===== src/rtl/nfseq_pkg.sv =====
package nfseq_pkg;

   // Cycle kind encoded in command word bits 17:16
   typedef enum logic [1:0] {
      CY_ADDR = 2'd0,
      CY_CMD  = 2'd1,
      CY_WR   = 2'd2,
      CY_RD   = 2'd3
   } cyc_kind_e;

   typedef enum logic [2:0] {
      E_IDLE,
      E_FETCH,
      E_STROBE,
      E_PUSH,
      E_RECOVER,
      E_TWB,
      E_RDY,
      E_DONE
   } eng_state_e;

   // Command word field positions
   localparam int unsigned F_WFR  = 19;
   localparam int unsigned F_LAST = 18;
   localparam int unsigned F_KIND = 16;
   localparam int unsigned F_IWC  = 13;

   // Status bit positions
   localparam int unsigned ST_W          = 13;
   localparam int unsigned SB_TX_UNDER   = 1;
   localparam int unsigned SB_RX_OVER    = 5;
   localparam int unsigned SB_TX_END     = 6;
   localparam int unsigned SB_RX_END     = 7;
   localparam int unsigned SB_DONE       = 9;
   localparam int unsigned SB_ROOM       = 10;
   localparam int unsigned SB_ERR        = 11;
   localparam int unsigned SB_XFER_OVER  = 12;

   // Register offsets
   localparam int unsigned OFF_CMD  = 'h000;
   localparam int unsigned OFF_STAT = 'h118;
   localparam int unsigned OFF_CLR  = 'h120;

   function automatic int unsigned max3(int unsigned a, int unsigned b, int unsigned c);
      int unsigned m;
      m = (a > b) ? a : b;
      return (m > c) ? m : c;
   endfunction

endpackage


===== src/rtl/nf_cmd_fifo.sv =====
module nf_cmd_fifo #(
   parameter int unsigned WIDTH = 32,
   parameter int unsigned DEPTH = 4
) (
   input  logic             clk,
   input  logic             rst_n,
   input  logic             push,
   input  logic [WIDTH-1:0] push_data,
   input  logic             pop,
   output logic [WIDTH-1:0] head,
   output logic             empty,
   output logic             full
);
   localparam int unsigned AW = (DEPTH > 1) ? $clog2(DEPTH) : 1;
   localparam int unsigned CW = $clog2(DEPTH + 1);

   if (DEPTH < 2) begin : g_bad_depth
      $error("nf_cmd_fifo: DEPTH must be at least 2");
   end
   if ((DEPTH & (DEPTH - 1)) != 0) begin : g_bad_pow2
      $error("nf_cmd_fifo: DEPTH must be a power of two");
   end

   logic [WIDTH-1:0] mem [DEPTH];
   logic [AW-1:0]    wptr, rptr;
   logic [CW-1:0]    cnt;
   logic             do_push, do_pop;

   assign empty   = (cnt == '0);
   assign full    = (cnt == CW'(DEPTH));
   assign do_push = push && !full;
   assign do_pop  = pop && !empty;
   assign head    = mem[rptr];

   always_ff @(posedge clk) begin
      if (do_push) mem[wptr] <= push_data;
   end

   always_ff @(posedge clk or negedge rst_n) begin
      if (!rst_n) begin
         wptr <= '0;
         rptr <= '0;
         cnt  <= '0;
      end else begin
         if (do_push) wptr <= wptr + 1'b1;
         if (do_pop)  rptr <= rptr + 1'b1;
         case ({do_push, do_pop})
            2'b10:   cnt <= cnt + 1'b1;
            2'b01:   cnt <= cnt - 1'b1;
            default: cnt <= cnt;
         endcase
      end
   end

   p_no_overflow_r11: assert property (@(posedge clk) disable iff (!rst_n)
      cnt <= CW'(DEPTH));
   p_full_holds_r11: assert property (@(posedge clk) disable iff (!rst_n)
      (full && push && !pop) |=> (cnt == CW'(DEPTH)));

endmodule


===== src/rtl/nf_cycle_engine.sv =====
module nf_cycle_engine
   import nfseq_pkg::*;
#(
   parameter int unsigned LEN_W       = 12,
   parameter int unsigned STROBE_CYC  = 2,
   parameter int unsigned RECOVER_CYC = 2,
   parameter int unsigned BUSY_DELAY  = 2,
   parameter int unsigned STALL_LIMIT = 32
) (
   input  logic        clk,
   input  logic        rst_n,
   input  logic        halt,
   input  logic        cmd_valid,
   input  logic [31:0] cmd_word,
   output logic        cmd_pop,
   input  logic        tx_valid,
   input  logic [7:0]  tx_data,
   output logic        tx_ready,
   output logic        rx_valid,
   output logic [7:0]  rx_data,
   input  logic        rx_ready,
   output logic        nf_ce_n,
   output logic        nf_cle,
   output logic        nf_ale,
   output logic        nf_we_n,
   output logic        nf_re_n,
   output logic [7:0]  nf_dq_out,
   output logic        nf_dq_oe,
   input  logic [7:0]  nf_dq_in,
   input  logic        nf_rb_n,
   output logic        ev_done,
   output logic        ev_iwc,
   output logic        ev_wr_end,
   output logic        ev_rd_end,
   output logic        ev_tx_starve,
   output logic        ev_rx_stall,
   output logic        ev_err
);
   localparam int unsigned TMAX = max3(STROBE_CYC, RECOVER_CYC, BUSY_DELAY);
   localparam int unsigned TW   = $clog2(TMAX + 1);
   localparam int unsigned SW   = $clog2(STALL_LIMIT + 1);

   if (STROBE_CYC < 1 || RECOVER_CYC < 1 || BUSY_DELAY < 1) begin : g_bad_timing
      $error("nf_cycle_engine: timing counts must be at least 1");
   end
   if (STALL_LIMIT < 2) begin : g_bad_stall
      $error("nf_cycle_engine: STALL_LIMIT must be at least 2");
   end
   if (LEN_W < 8 || LEN_W > F_IWC) begin : g_bad_len
      $error("nf_cycle_engine: LEN_W must lie in 8..13");
   end

   eng_state_e       st;
   cyc_kind_e        kind;
   logic             wfr_q, last_q, iwc_q, ce_on;
   logic [LEN_W-1:0] remain;
   logic [TW-1:0]    tcnt;
   logic [SW-1:0]    stall;
   logic [7:0]       dq_q, rd_q;
   logic             stall_hit, in_bus, is_data, unused_bits;

   assign unused_bits = ^{cmd_word[31:20], cmd_word[15:14], cmd_word[12:LEN_W]};

   assign stall_hit = (stall == SW'(STALL_LIMIT - 1));
   assign in_bus    = (st == E_STROBE) || (st == E_RECOVER) || (st == E_PUSH);
   assign is_data   = (kind == CY_WR) || (kind == CY_RD);

   assign cmd_pop   = (st == E_IDLE) && cmd_valid && !halt;
   assign tx_ready  = (st == E_FETCH);
   assign rx_valid  = (st == E_PUSH);
   assign rx_data   = rd_q;

   assign nf_ce_n   = !ce_on;
   assign nf_cle    = in_bus && (kind == CY_CMD);
   assign nf_ale    = in_bus && (kind == CY_ADDR);
   assign nf_we_n   = !((st == E_STROBE) && (kind != CY_RD));
   assign nf_re_n   = !((st == E_STROBE) && (kind == CY_RD));
   assign nf_dq_oe  = in_bus && (kind != CY_RD);
   assign nf_dq_out = dq_q;

   assign ev_tx_starve = (st == E_FETCH) && !tx_valid && stall_hit;
   assign ev_rx_stall  = (st == E_PUSH) && !rx_ready && stall_hit;
   assign ev_err       = ev_tx_starve || ev_rx_stall;
   assign ev_done      = (st == E_DONE) && last_q;
   assign ev_iwc       = (st == E_DONE) && last_q && iwc_q;
   assign ev_wr_end    = (st == E_DONE) && (kind == CY_WR);
   assign ev_rd_end    = (st == E_DONE) && (kind == CY_RD);

   always_ff @(posedge clk or negedge rst_n) begin
      if (!rst_n) begin
         st     <= E_IDLE;
         kind   <= CY_ADDR;
         wfr_q  <= 1'b0;
         last_q <= 1'b0;
         iwc_q  <= 1'b0;
         ce_on  <= 1'b0;
         remain <= '0;
         tcnt   <= '0;
         stall  <= '0;
         dq_q   <= '0;
         rd_q   <= '0;
      end else begin
         unique case (st)
            E_IDLE: begin
               if (cmd_pop) begin
                  kind   <= cyc_kind_e'(cmd_word[F_KIND +: 2]);
                  wfr_q  <= cmd_word[F_WFR];
                  last_q <= cmd_word[F_LAST];
                  iwc_q  <= cmd_word[F_IWC];
                  remain <= cmd_word[LEN_W-1:0];
                  ce_on  <= 1'b1;
                  tcnt   <= '0;
                  stall  <= '0;
                  dq_q   <= cmd_word[7:0];
                  st     <= (cyc_kind_e'(cmd_word[F_KIND +: 2]) == CY_WR) ? E_FETCH : E_STROBE;
               end
            end
            E_FETCH: begin
               if (tx_valid) begin
                  dq_q <= tx_data;
                  tcnt <= '0;
                  st   <= E_STROBE;
               end else if (stall_hit) begin
                  ce_on <= 1'b0;
                  st    <= E_IDLE;
               end else begin
                  stall <= stall + 1'b1;
               end
            end
            E_STROBE: begin
               if (tcnt == TW'(STROBE_CYC - 1)) begin
                  tcnt <= '0;
                  if (kind == CY_RD) begin
                     rd_q  <= nf_dq_in;
                     stall <= '0;
                     st    <= E_PUSH;
                  end else begin
                     st <= E_RECOVER;
                  end
               end else begin
                  tcnt <= tcnt + 1'b1;
               end
            end
            E_PUSH: begin
               if (rx_ready) begin
                  st <= E_RECOVER;
               end else if (stall_hit) begin
                  ce_on <= 1'b0;
                  st    <= E_IDLE;
               end else begin
                  stall <= stall + 1'b1;
               end
            end
            E_RECOVER: begin
               if (tcnt == TW'(RECOVER_CYC - 1)) begin
                  tcnt <= '0;
                  if (is_data && (remain != '0)) begin
                     remain <= remain - 1'b1;
                     stall  <= '0;
                     st     <= (kind == CY_WR) ? E_FETCH : E_STROBE;
                  end else begin
                     st <= wfr_q ? E_TWB : E_DONE;
                  end
               end else begin
                  tcnt <= tcnt + 1'b1;
               end
            end
            E_TWB: begin
               if (tcnt == TW'(BUSY_DELAY - 1)) begin
                  tcnt <= '0;
                  st   <= E_RDY;
               end else begin
                  tcnt <= tcnt + 1'b1;
               end
            end
            E_RDY: begin
               if (nf_rb_n) st <= E_DONE;
            end
            E_DONE: begin
               if (last_q) ce_on <= 1'b0;
               st <= E_IDLE;
            end
            default: st <= E_IDLE;
         endcase
      end
   end

   p_one_strobe_r1: assert property (@(posedge clk) disable iff (!rst_n)
      !(!nf_we_n && !nf_re_n));
   p_latch_excl_r1: assert property (@(posedge clk) disable iff (!rst_n)
      !(nf_cle && nf_ale));
   p_strobe_in_ce_r4: assert property (@(posedge clk) disable iff (!rst_n)
      (!nf_we_n || !nf_re_n) |-> !nf_ce_n);
   p_rx_hold_r3: assert property (@(posedge clk) disable iff (!rst_n)
      (rx_valid && !rx_ready && !ev_err) |=> (rx_valid && $stable(rx_data)));
   p_ready_seen_r5: assert property (@(posedge clk) disable iff (!rst_n)
      ((st == E_DONE) && wfr_q) |-> $past(nf_rb_n));
   p_no_pop_halted_r9: assert property (@(posedge clk) disable iff (!rst_n)
      cmd_pop |-> !halt);

endmodule


===== src/rtl/nf_irq_status.sv =====
module nf_irq_status
   import nfseq_pkg::*;
(
   input  logic            clk,
   input  logic            rst_n,
   input  logic [ST_W-1:0] set_ev,
   input  logic            clr_wr,
   input  logic [ST_W-1:0] clr_mask,
   input  logic            fifo_room,
   input  logic            iwc_ev,
   output logic [ST_W-1:0] status,
   output logic            irq
);
   localparam logic [ST_W-1:0] LIVE_MASK = ST_W'(1) << SB_ROOM;

   logic [ST_W-1:0] sticky_q;
   logic [ST_W-1:0] clr_eff;
   logic            done_irq_q;

   assign clr_eff = clr_wr ? clr_mask : '0;

   for (genvar i = 0; i < ST_W; i++) begin : g_bit
      if (LIVE_MASK[i]) begin : g_live
         assign status[i] = fifo_room;
         always_ff @(posedge clk or negedge rst_n) begin
            if (!rst_n) sticky_q[i] <= 1'b0;
            else        sticky_q[i] <= 1'b0;
         end
      end else begin : g_sticky
         assign status[i] = sticky_q[i];
         always_ff @(posedge clk or negedge rst_n) begin
            if (!rst_n)         sticky_q[i] <= 1'b0;
            else if (set_ev[i]) sticky_q[i] <= 1'b1;
            else if (clr_eff[i]) sticky_q[i] <= 1'b0;
         end
      end
   end

   always_ff @(posedge clk or negedge rst_n) begin
      if (!rst_n)                done_irq_q <= 1'b0;
      else if (iwc_ev)           done_irq_q <= 1'b1;
      else if (clr_eff[SB_DONE]) done_irq_q <= 1'b0;
   end

   assign irq = (status[SB_DONE] && done_irq_q) || status[SB_ERR];

   p_w1c_r7: assert property (@(posedge clk) disable iff (!rst_n)
      (clr_wr && clr_mask[SB_DONE] && !set_ev[SB_DONE]) |=> !status[SB_DONE]);
   p_err_irq_r10: assert property (@(posedge clk) disable iff (!rst_n)
      status[SB_ERR] |-> irq);
   p_sticky_r7: assert property (@(posedge clk) disable iff (!rst_n)
      (status[SB_ERR] && !(clr_wr && clr_mask[SB_ERR])) |=> status[SB_ERR]);

endmodule


===== src/rtl/nand_cycle_seq.sv =====
module nand_cycle_seq
   import nfseq_pkg::*;
#(
   parameter int unsigned ADDR_W      = 12,
   parameter int unsigned FIFO_DEPTH  = 4,
   parameter int unsigned LEN_W       = 12,
   parameter int unsigned STROBE_CYC  = 2,
   parameter int unsigned RECOVER_CYC = 2,
   parameter int unsigned BUSY_DELAY  = 2,
   parameter int unsigned STALL_LIMIT = 32
) (
   input  logic              clk,
   input  logic              rst_n,
   input  logic              reg_wr,
   input  logic [ADDR_W-1:0] reg_addr,
   input  logic [31:0]       reg_wdata,
   output logic [31:0]       reg_rdata,
   input  logic              tx_valid,
   input  logic [7:0]        tx_data,
   output logic              tx_ready,
   output logic              rx_valid,
   output logic [7:0]        rx_data,
   input  logic              rx_ready,
   output logic              nf_ce_n,
   output logic              nf_cle,
   output logic              nf_ale,
   output logic              nf_we_n,
   output logic              nf_re_n,
   output logic [7:0]        nf_dq_out,
   output logic              nf_dq_oe,
   input  logic [7:0]        nf_dq_in,
   input  logic              nf_rb_n,
   output logic              irq
);
   if (ADDR_W < 9) begin : g_bad_addr
      $error("nand_cycle_seq: ADDR_W too small for the register offsets");
   end

   logic            cmd_push, cmd_pop, cmd_empty, cmd_full;
   logic [31:0]     cmd_head;
   logic            clr_wr;
   logic [ST_W-1:0] status, set_ev;
   logic            ev_done, ev_iwc, ev_wr_end, ev_rd_end;
   logic            ev_tx_starve, ev_rx_stall, ev_err;
   logic            unused_wdata;

   assign cmd_push  = reg_wr && (reg_addr == ADDR_W'(OFF_CMD));
   assign clr_wr    = reg_wr && (reg_addr == ADDR_W'(OFF_CLR));
   assign reg_rdata = (reg_addr == ADDR_W'(OFF_STAT)) ? {{(32-ST_W){1'b0}}, status} : '0;
   assign unused_wdata = ^reg_wdata[31:ST_W];

   always_comb begin
      set_ev               = '0;
      set_ev[SB_TX_UNDER]  = ev_tx_starve;
      set_ev[SB_RX_OVER]   = ev_rx_stall;
      set_ev[SB_TX_END]    = ev_wr_end;
      set_ev[SB_RX_END]    = ev_rd_end;
      set_ev[SB_DONE]      = ev_done;
      set_ev[SB_ERR]       = ev_err;
      set_ev[SB_XFER_OVER] = ev_wr_end || ev_rd_end;
   end

   nf_cmd_fifo #(
      .WIDTH (32),
      .DEPTH (FIFO_DEPTH)
   ) u_fifo (
      .clk       (clk),
      .rst_n     (rst_n),
      .push      (cmd_push),
      .push_data (reg_wdata),
      .pop       (cmd_pop),
      .head      (cmd_head),
      .empty     (cmd_empty),
      .full      (cmd_full)
   );

   nf_cycle_engine #(
      .LEN_W       (LEN_W),
      .STROBE_CYC  (STROBE_CYC),
      .RECOVER_CYC (RECOVER_CYC),
      .BUSY_DELAY  (BUSY_DELAY),
      .STALL_LIMIT (STALL_LIMIT)
   ) u_engine (
      .clk          (clk),
      .rst_n        (rst_n),
      .halt         (status[SB_ERR]),
      .cmd_valid    (!cmd_empty),
      .cmd_word     (cmd_head),
      .cmd_pop      (cmd_pop),
      .tx_valid     (tx_valid),
      .tx_data      (tx_data),
      .tx_ready     (tx_ready),
      .rx_valid     (rx_valid),
      .rx_data      (rx_data),
      .rx_ready     (rx_ready),
      .nf_ce_n      (nf_ce_n),
      .nf_cle       (nf_cle),
      .nf_ale       (nf_ale),
      .nf_we_n      (nf_we_n),
      .nf_re_n      (nf_re_n),
      .nf_dq_out    (nf_dq_out),
      .nf_dq_oe     (nf_dq_oe),
      .nf_dq_in     (nf_dq_in),
      .nf_rb_n      (nf_rb_n),
      .ev_done      (ev_done),
      .ev_iwc       (ev_iwc),
      .ev_wr_end    (ev_wr_end),
      .ev_rd_end    (ev_rd_end),
      .ev_tx_starve (ev_tx_starve),
      .ev_rx_stall  (ev_rx_stall),
      .ev_err       (ev_err)
   );

   nf_irq_status u_status (
      .clk       (clk),
      .rst_n     (rst_n),
      .set_ev    (set_ev),
      .clr_wr    (clr_wr),
      .clr_mask  (reg_wdata[ST_W-1:0]),
      .fifo_room (!cmd_full),
      .iwc_ev    (ev_iwc),
      .status    (status),
      .irq       (irq)
   );

   p_done_needs_ce_r4: assert property (@(posedge clk) disable iff (!rst_n)
      ev_done |-> !nf_ce_n);

endmodule


===== config.mk =====
export PLATFORM = sky130hd
export DESIGN_NAME = nand_cycle_seq
export DESIGN_NICKNAME = d
export VERILOG_FILES = /design/src/rtl/nfseq_pkg.sv /design/src/rtl/nf_cmd_fifo.sv /design/src/rtl/nf_cycle_engine.sv /design/src/rtl/nf_irq_status.sv /design/src/rtl/nand_cycle_seq.sv
export SDC_FILE = /design/constraint.sdc
export NUM_CORES = 1
export LEC_CHECK = 0
export CAP_MARGIN = 15
export CORE_UTILIZATION = 55
export DETAILED_ROUTE_END_ITERATION = 16
export DONT_BUFFER_PORTS = 1
export HOLD_SLACK_MARGIN = 0.1
export PLACE_DENSITY_LB_ADDON = 0.2
export SKIP_CTS_REPAIR_TIMING = 1
export SYNTH_ARGS = -nofsm -noshare
export SYNTH_HDL_FRONTEND = slang
export SYNTH_SLANG_ARGS = --single-unit

===== constraint.sdc =====
create_clock -name clk -period 6.9 [get_ports clk]
set_input_delay 1.38 -clock clk [delete_from_list [all_inputs] [get_ports clk]]
set_output_delay 1.38 -clock clk [all_outputs]
set_load 0.01 [all_outputs]

==> summary.md <==
| Metric | Value |
|---|---|
| Synth area leaders | `edfxtp_1 (34%), dfrtp_1 (25%), mux4_2 (6.4%), nand2_1 (3.5%), buf_4 (3.0%)` |
| Initial DRC count | `338` |
| Routability Congestion | `0.885` |
| Fill count | `801` |
| Die height | `107 µm` |
| Clock Tree Buf Depth | `2` |
| Max IR drop VDD | `0.278 mV` |
| Final ANT Viol Nets | `0` |
| Tot GR Track Use | `0.232` |
| Synth top area share | `0.339` |
| Clock period minus final worst setup slack | `3.88 ns` |
| First-pass GRT wire length | `19.5 mm` |
| I/O pins | `123` |
| Clock skew | `0.00841 ns` |
| DR vias | `3750` |
| Clk slew on worst S/H paths | `0.06 ns` |
| Vias per Instance | `5.93` |
| Max Cap Viol | `0` |
| Critical path fanouts, max | `14` |
| Worst path arrival time | `2.50 ns` |
| Commonest cells post-synth | `edfxtp_1 (68), dfrtp_1 (60), nand2_1 (56), o21ai_0 (33), buf_4 (24)` |
| Final global-route overflow total | `0` |
| Run status | `completed` |
| Final Util | `0.629` |
| Startpoint Class | `register` |
| Starting Density | `0.576` |
| First-pass DRT Iterations | `4` |
| Slew Viols, Final | `0` |
| N_diodes | `0` |
| CTS tree | `built` |
| Post-synthesis cell type count | `66` |
| Clock Tree Root | `clkbuf_8` |
| CTS HTree Levels | `4` |
| Setup TNS | `0 ns` |
| Fin crit share | `0.563` |
| CP max-delay cell | `dfrtp_1` |
| Final hold vios | `0` |
| Initial antenna violation count | `0` |
| TritonCTS Buffers | `17` |
| Hold Crit Depth | `2` |
| WL final | `12.4 mm` |
| DR DRC count | `0` |
| Core ar. | `10500 µm²` |
| Area delta synth->final | `9.19%` |
| Number of global-route vias before repair | `3691` |
| Leakage | `2.56 nW` |
| Total Nets Final | `557` |
| Critical path type | `register to output pin` |
| Max Clock Freq | `0.257 GHz` |
| Post-synthesis async set-or-reset flop share | `0.469` |
| Least-Margin Pin Slew | `0.901 ns` |
| WL/cell | `19.6 µm` |
| Power, Total | `2.84 mW` |
| Number of synthesized flops with an enable pin | `68` |
| Data required, critical path | `5.52 ns` |
| Post-route insts no fill | `632` |
| Ys Warns | `0` |
| Count leader, synth | `edfxtp_1` |
| Critical-path cell list | `inv_1, nor3_1, buf_4, a21oi_1, nor3b_1` |
| Die footprint | `11400 µm²` |
| Dpl ws | `2.73 ns` |
| Synth Instances | `484` |
| Sequential-to-total area share from yosys stat | `0.588` |
| Post-synth top flop | `edfxtp_1` |
| Post-Syn Area | `6030 µm²` |
| Detailed placement HPWL | `8.42 mm` |
| Yosys reg bits | `128` |
| Mean Syn Cell Area | `12.5 µm²` |
| Clk_lat worst skew | `0.52 ns` |
| Area leader, netlist | `edfxtp_1` |
| R2r setup slk | `3.85 ns` |
| Dpl cells | `598` |
| Worst stage delay on the critical path | `0.60 ns` |
| RSZ-0062 raised after global routing | `false` |
| Row count | `37` |
| Final setup viols | `0` |
| Final Worst Setup Slack | `3.02 ns` |
| P per Cell Area | `432 nW/µm²` |
| Clock Sink Count | `128` |
| Hold/Removal Path Class | `register to register` |
| Largest net degree at the start of global routing | `61` |
| Share of layout cells above drive strength 1 | `0.133` |
| Cell count of the worst reg-to-reg path | `9` |
| Die X | `107 µm` |
| CP endpoint kind | `output pin` |
| Worst slew margin | `0.399` |
| # port buffers | `0` |
[cell usage in the layout (no fill, tap or decap), drive strengths merged, types with 3 or more instances in the layout]
master | synthesis | final
dfrtp | 60 | 60
nor3 | 10 | 10
nand2 | 56 | 56
a22o | 3 | 3
nand3 | 6 | 6
mux4 | 17 | 17
conb | 1 | 24
xnor2 | 5 | 5
ha | 7 | 7
a31oi | 3 | 3
inv | 12 | 18
clkinv | 1 | 5
nand3b | 3 | 3
a21oi | 19 | 19
clkbuf | 18 | 21
mux2 | 9 | 9
nand2b | 4 | 4
a2bb2oi | 3 | 3
a32o | 5 | 5
mux2i | 11 | 11
nor2b | 4 | 4
buf | 29 | 3
o31ai | 3 | 3
and2 | 15 | 15
nor3b | 6 | 6
nor4 | 4 | 4
nor2 | 21 | 21
or3 | 3 | 3
o21ai | 33 | 33
and3 | 3 | 3
edfxtp | 68 | 68
o22ai | 4 | 4
nand4 | 3 | 3
nor4b | 3 | 3
[metal layers]
layer	part of all wire	up-vias	global-route usage
met5	0	-	0
met4	0.010	0	0.0939
met3	0.059	14	0.0529
met2	0.48	117	0.354
met1	0.45	1873	0.324
li1	-	1746	-
[layout make-up]
| class | instances | area [µm²] | area share |
|---|---|---|---|
| flip-flops and latches | 128 | 3540 | 0.538 |
| multi-input cells | 319 | 2230 | 0.339 |
| clock buffers | 20 | 425 | 0.0646 |
| well taps | 136 | 170 | 0.0259 |
| clock inverters | 12 | 109 | 0.0165 |
| inverters | 13 | 53.8 | 0.00817 |
| repair buffers | 4 | 47.5 | 0.00722 |
[worst max-delay path: cells and delay by family (launching register included)]
family	cells	cell delay, ns
flops	1	0.60
compound gates	1	0.10
buf+inv	2	0.54
simple gates	2	0.74
[worst paths after layout]
check	from	to
worst max-delay path	u_engine.st[2]	nf_cle
worst min-delay path	u_status.status[12]	u_status.status[12]
worst max register to register	u_engine.st[1]	u_fifo.cnt[2]
worst min register to register	u_status.status[12]	u_status.status[12]
max in group asynchronous	rst_n	u_fifo.wptr[0]
min in group asynchronous	rst_n	u_engine.nf_dq_out[1]
[power breakdown]
part / switching, mW / total [mW] / internal (mW) / leakage, nW
Sequential: 0.220 / 1.17 / 0.952 / 1.35
Clock: 0.328 / 0.808 / 0.479 / 0.265
Combinational: 0.472 / 0.863 / 0.390 / 0.942
Total: 1.02 / 2.84 / 1.82 / 2.56
[metrics by stage]
| stage | area [µm²] | hold WS [ns] |
|---|---|---|
| 6_report | 6580 | 0.469 |
| 3_3_place_gp | 6020 | 0.457 |
| 2_1_floorplan | 6110 | 0.437 |
| 3_5_place_dp | 6020 | 0.460 |
| 4_1_cts | 6550 | 0.474 |
| 5_1_grt | 6580 | 0.516 |
[sequential cells by signal, indices dropped and copies added, names as in the netlist, 2 cells and up]
signal,count
u_fifo.rptr,2
u_engine.st,3
u_fifo.mem,68
u_engine.nf_dq_out,8
u_engine.remain,12
u_engine.tcnt,2
u_engine.kind,2
u_engine.stall,6
u_status.status,7
u_engine.rx_data,8
u_fifo.wptr,2
u_fifo.cnt,3
[kinds of logic (layout without fill, tap and decap cells)]
group,Yosys count,after routing,synth area share
AO/OA/AOI/OAI,95,95,0.104
XOR/XNOR,7,7,0.0102
adder cells (fa/ha/maj),8,8,0.0178
buffers and inverters,60,49,0.0560
flip-flops,128,128,0.588
multiplexers,37,37,0.0986
other,1,24,0.000622
AND/OR/NAND/NOR,148,148,0.125
Note: power is estimated with default switching activity, not from simulation.
